$ cat config.mk
export PLATFORM = sky130hd
export DESIGN_NAME = pio_bank
export DESIGN_NICKNAME = d
export VERILOG_FILES = /design/src/rtl/pio_pkg.sv /design/src/rtl/pio_input_cond.sv /design/src/rtl/pio_pad_mux.sv /design/src/rtl/pio_bank.sv
export SDC_FILE = /design/constraint.sdc
export NUM_CORES = 1
export LEC_CHECK = 0
export ABC_CLOCK_PERIOD_IN_PS = 2000
export BUFFER_PORTS_ARGS = -buffer_cell sky130_fd_sc_hd__buf_2
export CORE_MARGIN = 2
export CORE_UTILIZATION = 40
export CTS_BUF_LIST = sky130_fd_sc_hd__clkbuf_8 sky130_fd_sc_hd__clkbuf_16
export DETAILED_ROUTE_END_ITERATION = 16
export PLACE_DENSITY = 0.74
export RECOVER_POWER = 50
export SYNTH_ARGS = -nofsm -noshare
export SYNTH_HDL_FRONTEND = slang
export SYNTH_SLANG_ARGS = --single-unit
$ cat constraint.sdc
create_clock -name clk -period 2 [get_ports clk]
set_input_delay 0.4 -clock clk [delete_from_list [all_inputs] [get_ports clk]]
set_output_delay 0.4 -clock clk [all_outputs]
set_load 0.01 [all_outputs]
$ cat src/rtl/pio_pkg.sv
package pio_pkg;
    localparam int ADDR_W = 8;

    localparam logic [ADDR_W-1:0] A_OWN_EN  = 8'h00;
    localparam logic [ADDR_W-1:0] A_OWN_DIS = 8'h04;
    localparam logic [ADDR_W-1:0] A_OWN_ST  = 8'h08;
    localparam logic [ADDR_W-1:0] A_OE_EN   = 8'h10;
    localparam logic [ADDR_W-1:0] A_OE_DIS  = 8'h14;
    localparam logic [ADDR_W-1:0] A_OE_ST   = 8'h18;
    localparam logic [ADDR_W-1:0] A_FLT_EN  = 8'h20;
    localparam logic [ADDR_W-1:0] A_FLT_DIS = 8'h24;
    localparam logic [ADDR_W-1:0] A_FLT_ST  = 8'h28;
    localparam logic [ADDR_W-1:0] A_DAT_SET = 8'h30;
    localparam logic [ADDR_W-1:0] A_DAT_CLR = 8'h34;
    localparam logic [ADDR_W-1:0] A_DAT_ST  = 8'h38;
    localparam logic [ADDR_W-1:0] A_PIN_ST  = 8'h3C;
    localparam logic [ADDR_W-1:0] A_IRQ_EN  = 8'h40;
    localparam logic [ADDR_W-1:0] A_IRQ_DIS = 8'h44;
    localparam logic [ADDR_W-1:0] A_IRQ_MSK = 8'h48;
    localparam logic [ADDR_W-1:0] A_IRQ_PND = 8'h4C;
    localparam logic [ADDR_W-1:0] A_OD_EN   = 8'h50;
    localparam logic [ADDR_W-1:0] A_OD_DIS  = 8'h54;
    localparam logic [ADDR_W-1:0] A_OD_ST   = 8'h58;
    localparam logic [ADDR_W-1:0] A_PU_DIS  = 8'h60;
    localparam logic [ADDR_W-1:0] A_PU_EN   = 8'h64;
    localparam logic [ADDR_W-1:0] A_PU_ST   = 8'h68;
    localparam logic [ADDR_W-1:0] A_SEL_A   = 8'h70;
    localparam logic [ADDR_W-1:0] A_SEL_B   = 8'h74;
    localparam logic [ADDR_W-1:0] A_SEL_ST  = 8'h78;
endpackage

$ cat src/rtl/pio_input_cond.sv
module pio_input_cond #(
    parameter int N = 32
) (
    input  logic         clk,
    input  logic         rst,
    input  logic [N-1:0] pad_i,
    input  logic [N-1:0] filt_i,
    output logic [N-1:0] level_o,
    output logic [N-1:0] change_o
);
    typedef struct packed {
        logic [N-1:0] s1;
        logic [N-1:0] s2;
        logic [N-1:0] s3;
        logic [N-1:0] lvl;
    } cond_t;

    cond_t cur_q, nxt_d;
    logic [N-1:0] lvl_nx;

    // per-pin accept rule: filtered pins keep their level until two samples agree
    for (genvar g = 0; g < N; g++) begin : g_pin
        assign lvl_nx[g] = (filt_i[g] && (cur_q.s2[g] != cur_q.s3[g])) ? cur_q.lvl[g] : cur_q.s2[g];
    end

    always_comb begin
        nxt_d     = cur_q;
        nxt_d.s1  = pad_i;
        nxt_d.s2  = cur_q.s1;
        nxt_d.s3  = cur_q.s2;
        nxt_d.lvl = lvl_nx;
    end

    always_ff @(posedge clk) begin
        if (rst) cur_q <= '0;
        else     cur_q <= nxt_d;
    end

    assign level_o  = cur_q.lvl;
    assign change_o = lvl_nx ^ cur_q.lvl;


    filt_accept_chk: assert property (@(posedge clk) disable iff (rst)
        ((cur_q.lvl ^ $past(cur_q.lvl)) & $past(filt_i) & ($past(cur_q.s2) ^ $past(cur_q.s3))) == '0);
endmodule

$ cat src/rtl/pio_pad_mux.sv
module pio_pad_mux #(
    parameter int N = 32
) (
    input  logic [N-1:0] own_i,
    input  logic [N-1:0] selb_i,
    input  logic [N-1:0] od_i,
    input  logic [N-1:0] data_i,
    input  logic [N-1:0] oe_i,
    input  logic [N-1:0] pa_out_i,
    input  logic [N-1:0] pa_oe_i,
    input  logic [N-1:0] pb_out_i,
    input  logic [N-1:0] pb_oe_i,
    output logic [N-1:0] pad_out_o,
    output logic [N-1:0] pad_oe_o
);
    for (genvar g = 0; g < N; g++) begin : g_pin
        logic v_sel, e_sel;
        always_comb begin
            if (own_i[g]) begin
                v_sel = data_i[g];
                e_sel = oe_i[g];
            end else if (selb_i[g]) begin
                v_sel = pb_out_i[g];
                e_sel = pb_oe_i[g];
            end else begin
                v_sel = pa_out_i[g];
                e_sel = pa_oe_i[g];
            end
        end
        assign pad_out_o[g] = od_i[g] ? 1'b0 : v_sel;
        assign pad_oe_o[g]  = od_i[g] ? (e_sel & ~v_sel) : e_sel;
    end
endmodule

$ cat src/rtl/pio_bank.sv
module pio_bank
    import pio_pkg::*;
#(
    parameter int N = 32
) (
    input  logic              clk,
    input  logic              rst,
    input  logic              bus_sel,
    input  logic              bus_wr,
    input  logic [ADDR_W-1:0] bus_addr,
    input  logic [N-1:0]      bus_wdata,
    output logic [N-1:0]      bus_rdata,
    input  logic [N-1:0]      pad_in,
    output logic [N-1:0]      pad_out,
    output logic [N-1:0]      pad_oe,
    output logic [N-1:0]      pad_pullup,
    input  logic [N-1:0]      pa_out,
    input  logic [N-1:0]      pa_oe,
    input  logic [N-1:0]      pb_out,
    input  logic [N-1:0]      pb_oe,
    output logic              irq
);
    typedef struct packed {
        logic [N-1:0] own;
        logic [N-1:0] oe;
        logic [N-1:0] flt;
        logic [N-1:0] dat;
        logic [N-1:0] msk;
        logic [N-1:0] pnd;
        logic [N-1:0] od;
        logic [N-1:0] pu;
        logic [N-1:0] selb;
        logic [N-1:0] rdata;
    } regs_t;

    localparam regs_t RST_VAL = '{own: '1, pu: '1, default: '0};

    regs_t cur_q, nxt_d;
    logic  wr_en, rd_en, rd_pnd;
    logic [N-1:0] level, chg, pnd_base;

    assign wr_en  = bus_sel & bus_wr;
    assign rd_en  = bus_sel & ~bus_wr;
    assign rd_pnd = rd_en && (bus_addr == A_IRQ_PND);

    pio_input_cond #(.N(N)) u_cond (
        .clk      (clk),
        .rst      (rst),
        .pad_i    (pad_in),
        .filt_i   (cur_q.flt),
        .level_o  (level),
        .change_o (chg)
    );

    pio_pad_mux #(.N(N)) u_mux (
        .own_i     (cur_q.own),
        .selb_i    (cur_q.selb),
        .od_i      (cur_q.od),
        .data_i    (cur_q.dat),
        .oe_i      (cur_q.oe),
        .pa_out_i  (pa_out),
        .pa_oe_i   (pa_oe),
        .pb_out_i  (pb_out),
        .pb_oe_i   (pb_oe),
        .pad_out_o (pad_out),
        .pad_oe_o  (pad_oe)
    );

    always_comb begin
        nxt_d       = cur_q;
        nxt_d.rdata = '0;
        pnd_base    = cur_q.pnd;
        if (rd_en) begin
            case (bus_addr)
                A_OWN_ST:  nxt_d.rdata = cur_q.own;
                A_OE_ST:   nxt_d.rdata = cur_q.oe;
                A_FLT_ST:  nxt_d.rdata = cur_q.flt;
                A_DAT_ST:  nxt_d.rdata = cur_q.dat;
                A_PIN_ST:  nxt_d.rdata = level;
                A_IRQ_MSK: nxt_d.rdata = cur_q.msk;
                A_IRQ_PND: begin
                    nxt_d.rdata = cur_q.pnd;
                    pnd_base    = '0;
                end
                A_OD_ST:   nxt_d.rdata = cur_q.od;
                A_PU_ST:   nxt_d.rdata = cur_q.pu;
                A_SEL_ST:  nxt_d.rdata = cur_q.selb;
                default:   nxt_d.rdata = '0;
            endcase
        end
        if (wr_en) begin
            case (bus_addr)
                A_OWN_EN:  nxt_d.own  = cur_q.own  |  bus_wdata;
                A_OWN_DIS: nxt_d.own  = cur_q.own  & ~bus_wdata;
                A_OE_EN:   nxt_d.oe   = cur_q.oe   |  bus_wdata;
                A_OE_DIS:  nxt_d.oe   = cur_q.oe   & ~bus_wdata;
                A_FLT_EN:  nxt_d.flt  = cur_q.flt  |  bus_wdata;
                A_FLT_DIS: nxt_d.flt  = cur_q.flt  & ~bus_wdata;
                A_DAT_SET: nxt_d.dat  = cur_q.dat  |  bus_wdata;
                A_DAT_CLR: nxt_d.dat  = cur_q.dat  & ~bus_wdata;
                A_IRQ_EN:  nxt_d.msk  = cur_q.msk  |  bus_wdata;
                A_IRQ_DIS: nxt_d.msk  = cur_q.msk  & ~bus_wdata;
                A_OD_EN:   nxt_d.od   = cur_q.od   |  bus_wdata;
                A_OD_DIS:  nxt_d.od   = cur_q.od   & ~bus_wdata;
                A_PU_EN:   nxt_d.pu   = cur_q.pu   |  bus_wdata;
                A_PU_DIS:  nxt_d.pu   = cur_q.pu   & ~bus_wdata;
                A_SEL_B:   nxt_d.selb = cur_q.selb |  bus_wdata;
                A_SEL_A:   nxt_d.selb = cur_q.selb & ~bus_wdata;
                default:   ;
            endcase
        end
        nxt_d.pnd = pnd_base | chg;
    end

    always_ff @(posedge clk) begin
        if (rst) cur_q <= RST_VAL;
        else     cur_q <= nxt_d;
    end

    assign bus_rdata  = cur_q.rdata;
    assign pad_pullup = cur_q.pu;
    assign irq        = |(cur_q.pnd & cur_q.msk);


    oe_set_chk: assert property (@(posedge clk) disable iff (rst)
        (wr_en && bus_addr == A_OE_EN) |=> ((cur_q.oe & $past(bus_wdata)) == $past(bus_wdata)));

    pnd_set_chk: assert property (@(posedge clk) disable iff (rst)
        (|chg) |=> ((cur_q.pnd & $past(chg)) == $past(chg)));

    pnd_clear_chk: assert property (@(posedge clk) disable iff (rst)
        rd_pnd |=> (cur_q.pnd == $past(chg)));

    od_drive_chk: assert property (@(posedge clk) disable iff (rst)
        (pad_out & cur_q.od) == '0);
endmodule

==> summary by stage, run 1 <==
Route
The ratio of routed vias to standard cells is ~6. In the final routed layout, each cell accounts on average for around 23 um. The total via count in the routed design is 20930. The remaining number of nets flagged by the antenna check after routing is 0. The wire length reported by the detailed router is between 70000 and 80000 um. The number of iterations in the first detailed-routing pass is 5. The number of design-rule violations left by the first detailed-router iteration is between 2000 and 2500. For this run, design rule violations remaining after detail routing come to 0.

Critical path
The largest fanout on the critical path is 2. The worst setup path is captured at an output pin. The setup path with the least slack is of type register to output pin. The critical path required time is 1600 ps.

Among all stages on the critical path, the largest delay is contributed by or4_4. STA classifies the critical path startpoint as a register. The critical path goes through a22oi_2 -> nand4_1 -> or4_4 -> buf_6. The stage delay of the slowest cell on the critical path is about 570 ps. The internal reg-to-reg setup slack is roughly 460 ps.

The arrival time at the worst endpoint is approximately 2000 ps. The worst flop-to-flop path endpoint is bus_rdata[27]. The count of cells along the worst register-to-register path is 4.

Logic synthesis
The async set or reset register ratio after synthesis is 0%. The predominant post-synthesis flop cell is dfxtp_1. For this run, the register share of the synthesized area comes to 40.77%.

Yosys mapped the design onto 57 distinct sky130hd cell types. Yosys attributes the largest share of cell area to dfxtp_1, mux2i_1, nand2_1. The share of Yosys cell area claimed by the top area cell type is 40.77%. In the synthesized netlist, the cells that appear most often are dfxtp_1, nand2_1, mux2i_1. The synthesized cell area is approximately 22000 um^2.

The synthesized design spends more area on one cell type than any other, namely dfxtp_1. The warning count from the yosys run is 0. The total nets after synthesis is ~2700. The flip-flop and latch count after synthesis is about 450. Each instance of the synthesized netlist takes up on average about 9 um^2. By instance count, the leading cell after synthesis is dfxtp_1. The synthesized design contains 0 enable-type register cells. The synthesized netlist cell count is 2514.

Clock network
The tree is rooted in a clkbuf_16. The CTS buffer count is 50. The clock tree from TritonCTS is done. In this run the number of H-tree levels came out at 2.

The number of sinks handled by clock tree synthesis is 448. The clock transition at the register clock pins on the worst setup and hold paths after CTS is 60 ps. The clock tree buffer depth is 3.

The later pin in the worst-skew pair is clocked with a latency of ~600 ps.

Power
In this run the static leakage power is roughly 11 nW. The cell area power density is between 700 and 800 nW/um^2. Across the VDD grid, the largest voltage drop is 569.0 uV.

Global routing
Global routing consumed, over all layers together, 26.97% of the routing resources. The number of antenna violations at the first check in global routing is 11. The first global-routing pass estimated approximately 120000 um of wire. The total overflow reported by the global router is 0. The pin count of the biggest net entering global routing is 73. The number of global-route vias before repair is between 15000 and 20000.

STA
The tightest hold margin is approximately 27 ps. Setup repair after global routing could not meet its margin everywhere. Setup violations remaining at the end of the flow were counted as 49. Setup slack on the critical path of the routed design comes to -366.9 ps.

The post-route clock period utilization is 118.3%. At the pin with the least slew margin, the transition time is 1763 ps. The count of endpoints failing hold in the final timing report is 0. The total count of max-transition violations in the final report is 71. The achievable clock frequency is 0.4225 GHz. The final worst clock skew is about 25 ps.

Counting I/O delays and the setup requirement, the final critical path takes around 2400 ps. The worst-case headroom to the max-slew limit is -17.53%.

Worst hold path
The worst min-delay path category is input pin to register. The critical hold path startpoint is pad_in[24]. The worst hold path was traced through 2 stages. The path with the worst hold slack has its endpoint at u_cond.cur_q[120].

Run status
The flow ran to the end, but the final reports show violations. The checks that failed: max-capacitance violations, max-slew violations, negative setup slack.

Floorplan
The floorplan step defined a die boundary enclosing ~57000 um^2. The die is 238.5 um tall. The number of rows created at floorplan is 85.

For this design the top-level I/O count stands at 333. Once the floorplan was initialized, standard cells occupied between 40% and 50% of the core. The core footprint is ~54000 um^2. The die span in x is between 200 and 250 um.

Cells and area
The finished cells cover between 20000 and 30000 um^2. The layout has around 5000 filler cells. The net count of the finished layout is 3006. From synthesis to final layout, the design area changed by 22.35%. The ratio of cells with drive above 1 in the final layout is 23.84%. After the flow finishes, the layout carries non-filler instances totaling about 3500.

Place
Routability-driven placement finished with a final weighted congestion of roughly 0.94. After detailed placement, the design holds a cell count of around 3400. The number of port buffers is 332.

The total cell area at the placement stage is 24770 um^2. Detailed placement ended at an HPWL of approximately 57000 um.

Flow run
The tool flagged a number of max-cap violations equal to 1.
## what timing repair did
item	CTS	global route
endpoints found under the hold margin	10	0
setup endpoints to repair	64	64
hold buffers	10	0
cloned	0	0
gates resized for setup	102	76
pin swaps	13	32
buffers inserted	12	15
## metal layers
metal / up-vias / track usage, % / wire length, um
met4: 14 / 15.40 / 5128
met1: 9946 / 33.19 / 30000
met5: - / 0 / 78
met2: 1209 / 44.00 / 36800
met3: 281 / 5.439 / 7682
li1: 9480 / - / -
## layout make-up
cell class	count	area, um^2	share of cell area [%]
antenna	1	2.502	0.009298
clock buffer	57	1348	5.007
clock inverter	33	322.8	1.199
inverter	35	132.6	0.4928
multi-input combinational	1754	11750	43.67
sequential	448	9153	34.01
tap	696	870.8	3.236
timing repair buffer	513	3333	12.38
## worst max-delay path by stage
| stage | end | slack, ps | cells after the start |
|---|---|---|---|
| 4_1_cts | irq | -380 | 4 |
| 6_report | irq | -370 | 4 |
| 5_1_grt | irq | -460 | 4 |
| 3_3_place_gp | bus_rdata[26] | -230 | 6 |
| 3_5_place_dp | bus_rdata[26] | -240 | 6 |
| 2_1_floorplan | bus_rdata[26] | 90 | 7 |
## report_power, final
part           leakage [nW]  internal [mW]  switching [mW]
logic                  6.72          0.663           0.953
registers              3.67           9.03           0.163
clock network         0.849           5.48            3.90
total                  11.2           15.2            5.01
## metrics by stage
step	worst slack, ps	TNS (ps)	power, mW	utilization, %
after floorplan	93.95	0	10.21	-
final	-366.9	-2299	20.18	49.72
after CTS	-382.2	-461.1	20.30	49.57
after detailed placement	-244.4	-29430	10.98	45.76
after global routing	-457.7	-11090	20.79	49.72
after global placement	-227.6	-28460	10.96	45.76
## cells in the final DEF, fill, tap and decap left out, types with 8 or more instances in the layout
cell and n:
nand4_1 8, clkbuf_1 39, o21ai_1 38, nand2_1 321
a211o_1 32, nor2_1 134, nor2b_1 123, clkbuf_16 50
clkbuf_2 8, a32oi_1 10, dfxtp_4 38, a211oi_1 66
mux2i_1 302, a22oi_1 19, clkinv_2 11, dlygate4sd3_1 10
buf_4 137, o22ai_1 30, a221oi_1 19, buf_2 286
a21o_1 35, a21oi_1 167, nand4b_1 67, buf_12 25
mux2_2 9, dfxtp_2 33, a31oi_1 93, inv_1 42
o21ai_0 68, o22a_1 13, and3_1 25, dfxtp_1 377
xnor2_1 64, a22oi_2 11
## kinds of logic (layout without fill, tap and decap cells)
| kind of cell | after synthesis | after routing | synth area share [%] |
|---|---|---|---|
| and+or+nand+nor | 751 | 751 | 17.49 |
| AOI/OAI and AO/OA | 621 | 621 | 17.91 |
| DFF | 448 | 448 | 40.77 |
| muxes | 318 | 318 | 14.52 |
| buffers and inverters | 312 | 638 | 6.763 |
| xor gates and xnor gates | 64 | 64 | 2.548 |
| other | 0 | 1 | 0 |
## critical path: cells and delay by family, from the launching register on
family	cells	cell delay, ps
and+or+nand+nor	2	700
DFF	1	330
AOI/OAI and AO/OA	1	200
buffers and inverters	1	150
(Power assumes the default switching activity.)
==> run 2: changes to the inputs <==
- BUFFER_PORTS_ARGS: -buffer_cell sky130_fd_sc_hd__buf_2 -> unset
- DONT_BUFFER_PORTS: unset -> 1
- PLACE_DENSITY: 0.74 -> 0.68
==> run 2 against run 1 <==
Utilization decreased by 0.98 points; largest power group unchanged; critical endpoint unchanged; routed wire length increased by 13%; combinational power decreased by 20%; first-iteration DRC count decreased by 1.8%; global-route usage increased by 3.4 points; setup slack improved by 4.2 ps; worst hold slack got worse by 13 ps; via count decreased by 2.1%; sequential power increased by 0.5%; non-clock buffer count decreased by 250; highest routed layer unchanged; the flow finishes with violations (negative setup slack).
==> summary by stage, run 2 (synthesis gave the netlist of run 1 again) <==
Power
The maximum vdd ir drop is 624.8 uV (+9.8%). The cell area power density is 761.1 nW/um^2 (+1.5%). The total power is 20.08 mW (-0.53%). The leakage power is 10.46 nW (-6.9%).

Floorplan
The number of rows created at floorplan came to 85 (unchanged). The core footprint is 54130 um^2 (unchanged). The vertical die dimension is 238.5 um (unchanged).

The initial core utilization came to 40.64% (unchanged). The number of top-level pins is 333 (unchanged). The floorplan die area was 56890 um^2 (unchanged).

The die span in x is 238.5 um (unchanged).

STA
The worst-case headroom to the max-slew limit was 31.29% (+49 points). The total of endpoints with negative setup slack in the final report is 53 (+8.2%). The final worst slack is -362.7 ps (+4.167 ps). The transition time at the pin with the least slew margin is 1031 ps (-732.2 ps). The post-route clock period utilization is 118.1% (-0.21 points). The sum of negative setup slack was -5588 ps (-3290 ps).

The total count of max-transition violations in the final report came to 0 (-100%). Setup repair after global routing could not meet its margin everywhere. The count of endpoints failing hold in the final timing report is 0 (unchanged). The tightest hold margin is 13.38 ps (-13.18 ps).

The final worst clock skew was 23.51 ps (-1.911 ps). The clock period minus final worst setup slack came to 2363 ps (-4.167 ps). The achievable clock frequency is 0.4232 GHz (+0.18%).

Clock network
The clock tree buffer depth was 3 (unchanged). The CTS buffer count is 51 (+2.0%). The clock insertion delay at the later pin of the skew report came to 620 ps (+20 ps). The number of sinks handled by clock tree synthesis is 448 (unchanged). The clock transition at the register clock pins on the worst setup and hold paths after CTS is 60 ps (about the same). TritonCTS built the clock tree.

The cell sitting at the root of the clock tree is a clkbuf_16. The number of H-tree branching levels was 2 (unchanged).

Global routing
The pin count of the biggest net entering global routing came to 231 (+220%). The total routing usage reported by global routing is 30.40% (+3.4 points). The number of global-route vias before repair is 19650 (+1.6%).

The first-pass GRT wire length is 128600 um (+9.8%). The total overflow reported by the global router came to 0 (unchanged). The number of antenna violations at the first check in global routing is 3 (-8).

Place
The number of port buffers came to 0 (-100%). The pre-CTS worst setup slack was -126.8 ps (+117.5 ps). The final weighted congestion in routability-driven placement is 0.9330 (-0.90%). The detailed-placement wirelength estimate was 57380 um (about the same).

The post-placement cell count was 3006 (-12%). The total cell area at the placement stage is 22420 um^2 (-9.5%).

Critical path
The largest fanout on the critical path is 2 (unchanged). The arrival time at the worst endpoint is 1960 ps (about the same). The kind of critical path is register to output pin.

The kind of end point of the critical path is an output pin. The critical path required time is 1600 ps (about the same). The startpoint kind of the worst setup timing path is a register.

Cells and area
The library cell used most frequently in the layout, excluding fill and tap cells, is dfxtp_1. The number of standard cells in the final layout excluding fillers is 3293 (-6.9%). Leaving out fill and tap cells, the most frequent cells in the layout are dfxtp_1, nand2_1, mux2i_1. The share of the core filled with cells in the final layout came to 48.73% (-0.98 points). The synthesis-to-layout area growth is 19.92%. The number of nets in the final layout is 2757 (-8.3%). The cell area after layout came to 26380 um^2 (-2.0%).

The ratio of cells with drive above 1 in the final layout is 12.16% (-12 points).

Run status
The final reports fail on negative setup slack. The flow ran to the end, but the final reports show violations.

Worst hold path
The critical hold path startpoint is bus_wdata[0]. The min-delay analysis places its worst path in the category input pin to register.

Route
The number of design-rule violations left by the first detailed-router iteration is 2225 (-1.8%). The remaining number of nets flagged by the antenna check after routing is 0 (unchanged). The remaining design rule violation count was 0 (unchanged). The number of iterations in the first detailed-routing pass is 5 (unchanged).

The wire length reported by the detailed router is 89760 um (+13%). The ratio of routed vias to standard cells is 6.224 (+5.2%). The routed wire length per instance is 27.26 um (+21%). The total via count in the routed design is 20500 (-2.1%).

Flow run
The number of max-cap violations was 0 (-1).
## run 2: final cells by class
class	count	area, um^2
clock buffer	63	1441
sequential	448	9054
clock inverter	27	244.0
multi-input combinational	1754	12030
inverter	35	132.6
antenna	7	17.52
timing repair buffer	263	2594
fill	4940	27750
tap	696	870.8
## run 2: power breakdown
part | switching (mW) | total, mW | internal (mW)
Combinational | 0.691 | 1.29 | 0.600
Sequential | 0.176 | 9.24 | 9.06
Clock | 3.96 | 9.55 | 5.59
Total | 4.83 | 20.1 | 15.3
## run 2: worst paths after layout
kind	slack (ps)	cells past startpoint	end
setup reg to reg	320	4	bus_rdata[10]
setup / recovery	-360	3	irq
hold / removal	10	2	register
hold reg to reg	450	1	u_cond.cur_q[95]
## run 2: what timing repair did
| item | 4_1_cts | 5_1_grt |
|---|---|---|
| pin swaps | 31 | 10 |
| setup endpoints to repair | 62 | 56 |
| resized for setup | 133 | 69 |
| endpoints found under the hold margin | 419 | 0 |
| hold buffers | 186 | 0 |
| buffers inserted | 3 | 1 |
## run 2: layer usage
metal  part of all wire [%]  up-vias  track usage [%]  wire length, um
met3                     11      300            7.794             9476
met4                    6.2        2            16.88             5590
met5                  0.013        -                0               12
li1                       -     8993                -                -
met1                     37     9944            36.14            33090
met2                     46     1257            50.08            41590
## run 2: worst max-delay path: stages (launching register included)
cell	delay, ps
dfxtp_2	320
a22oi_2	290
nand4_1	160
or4_4	570
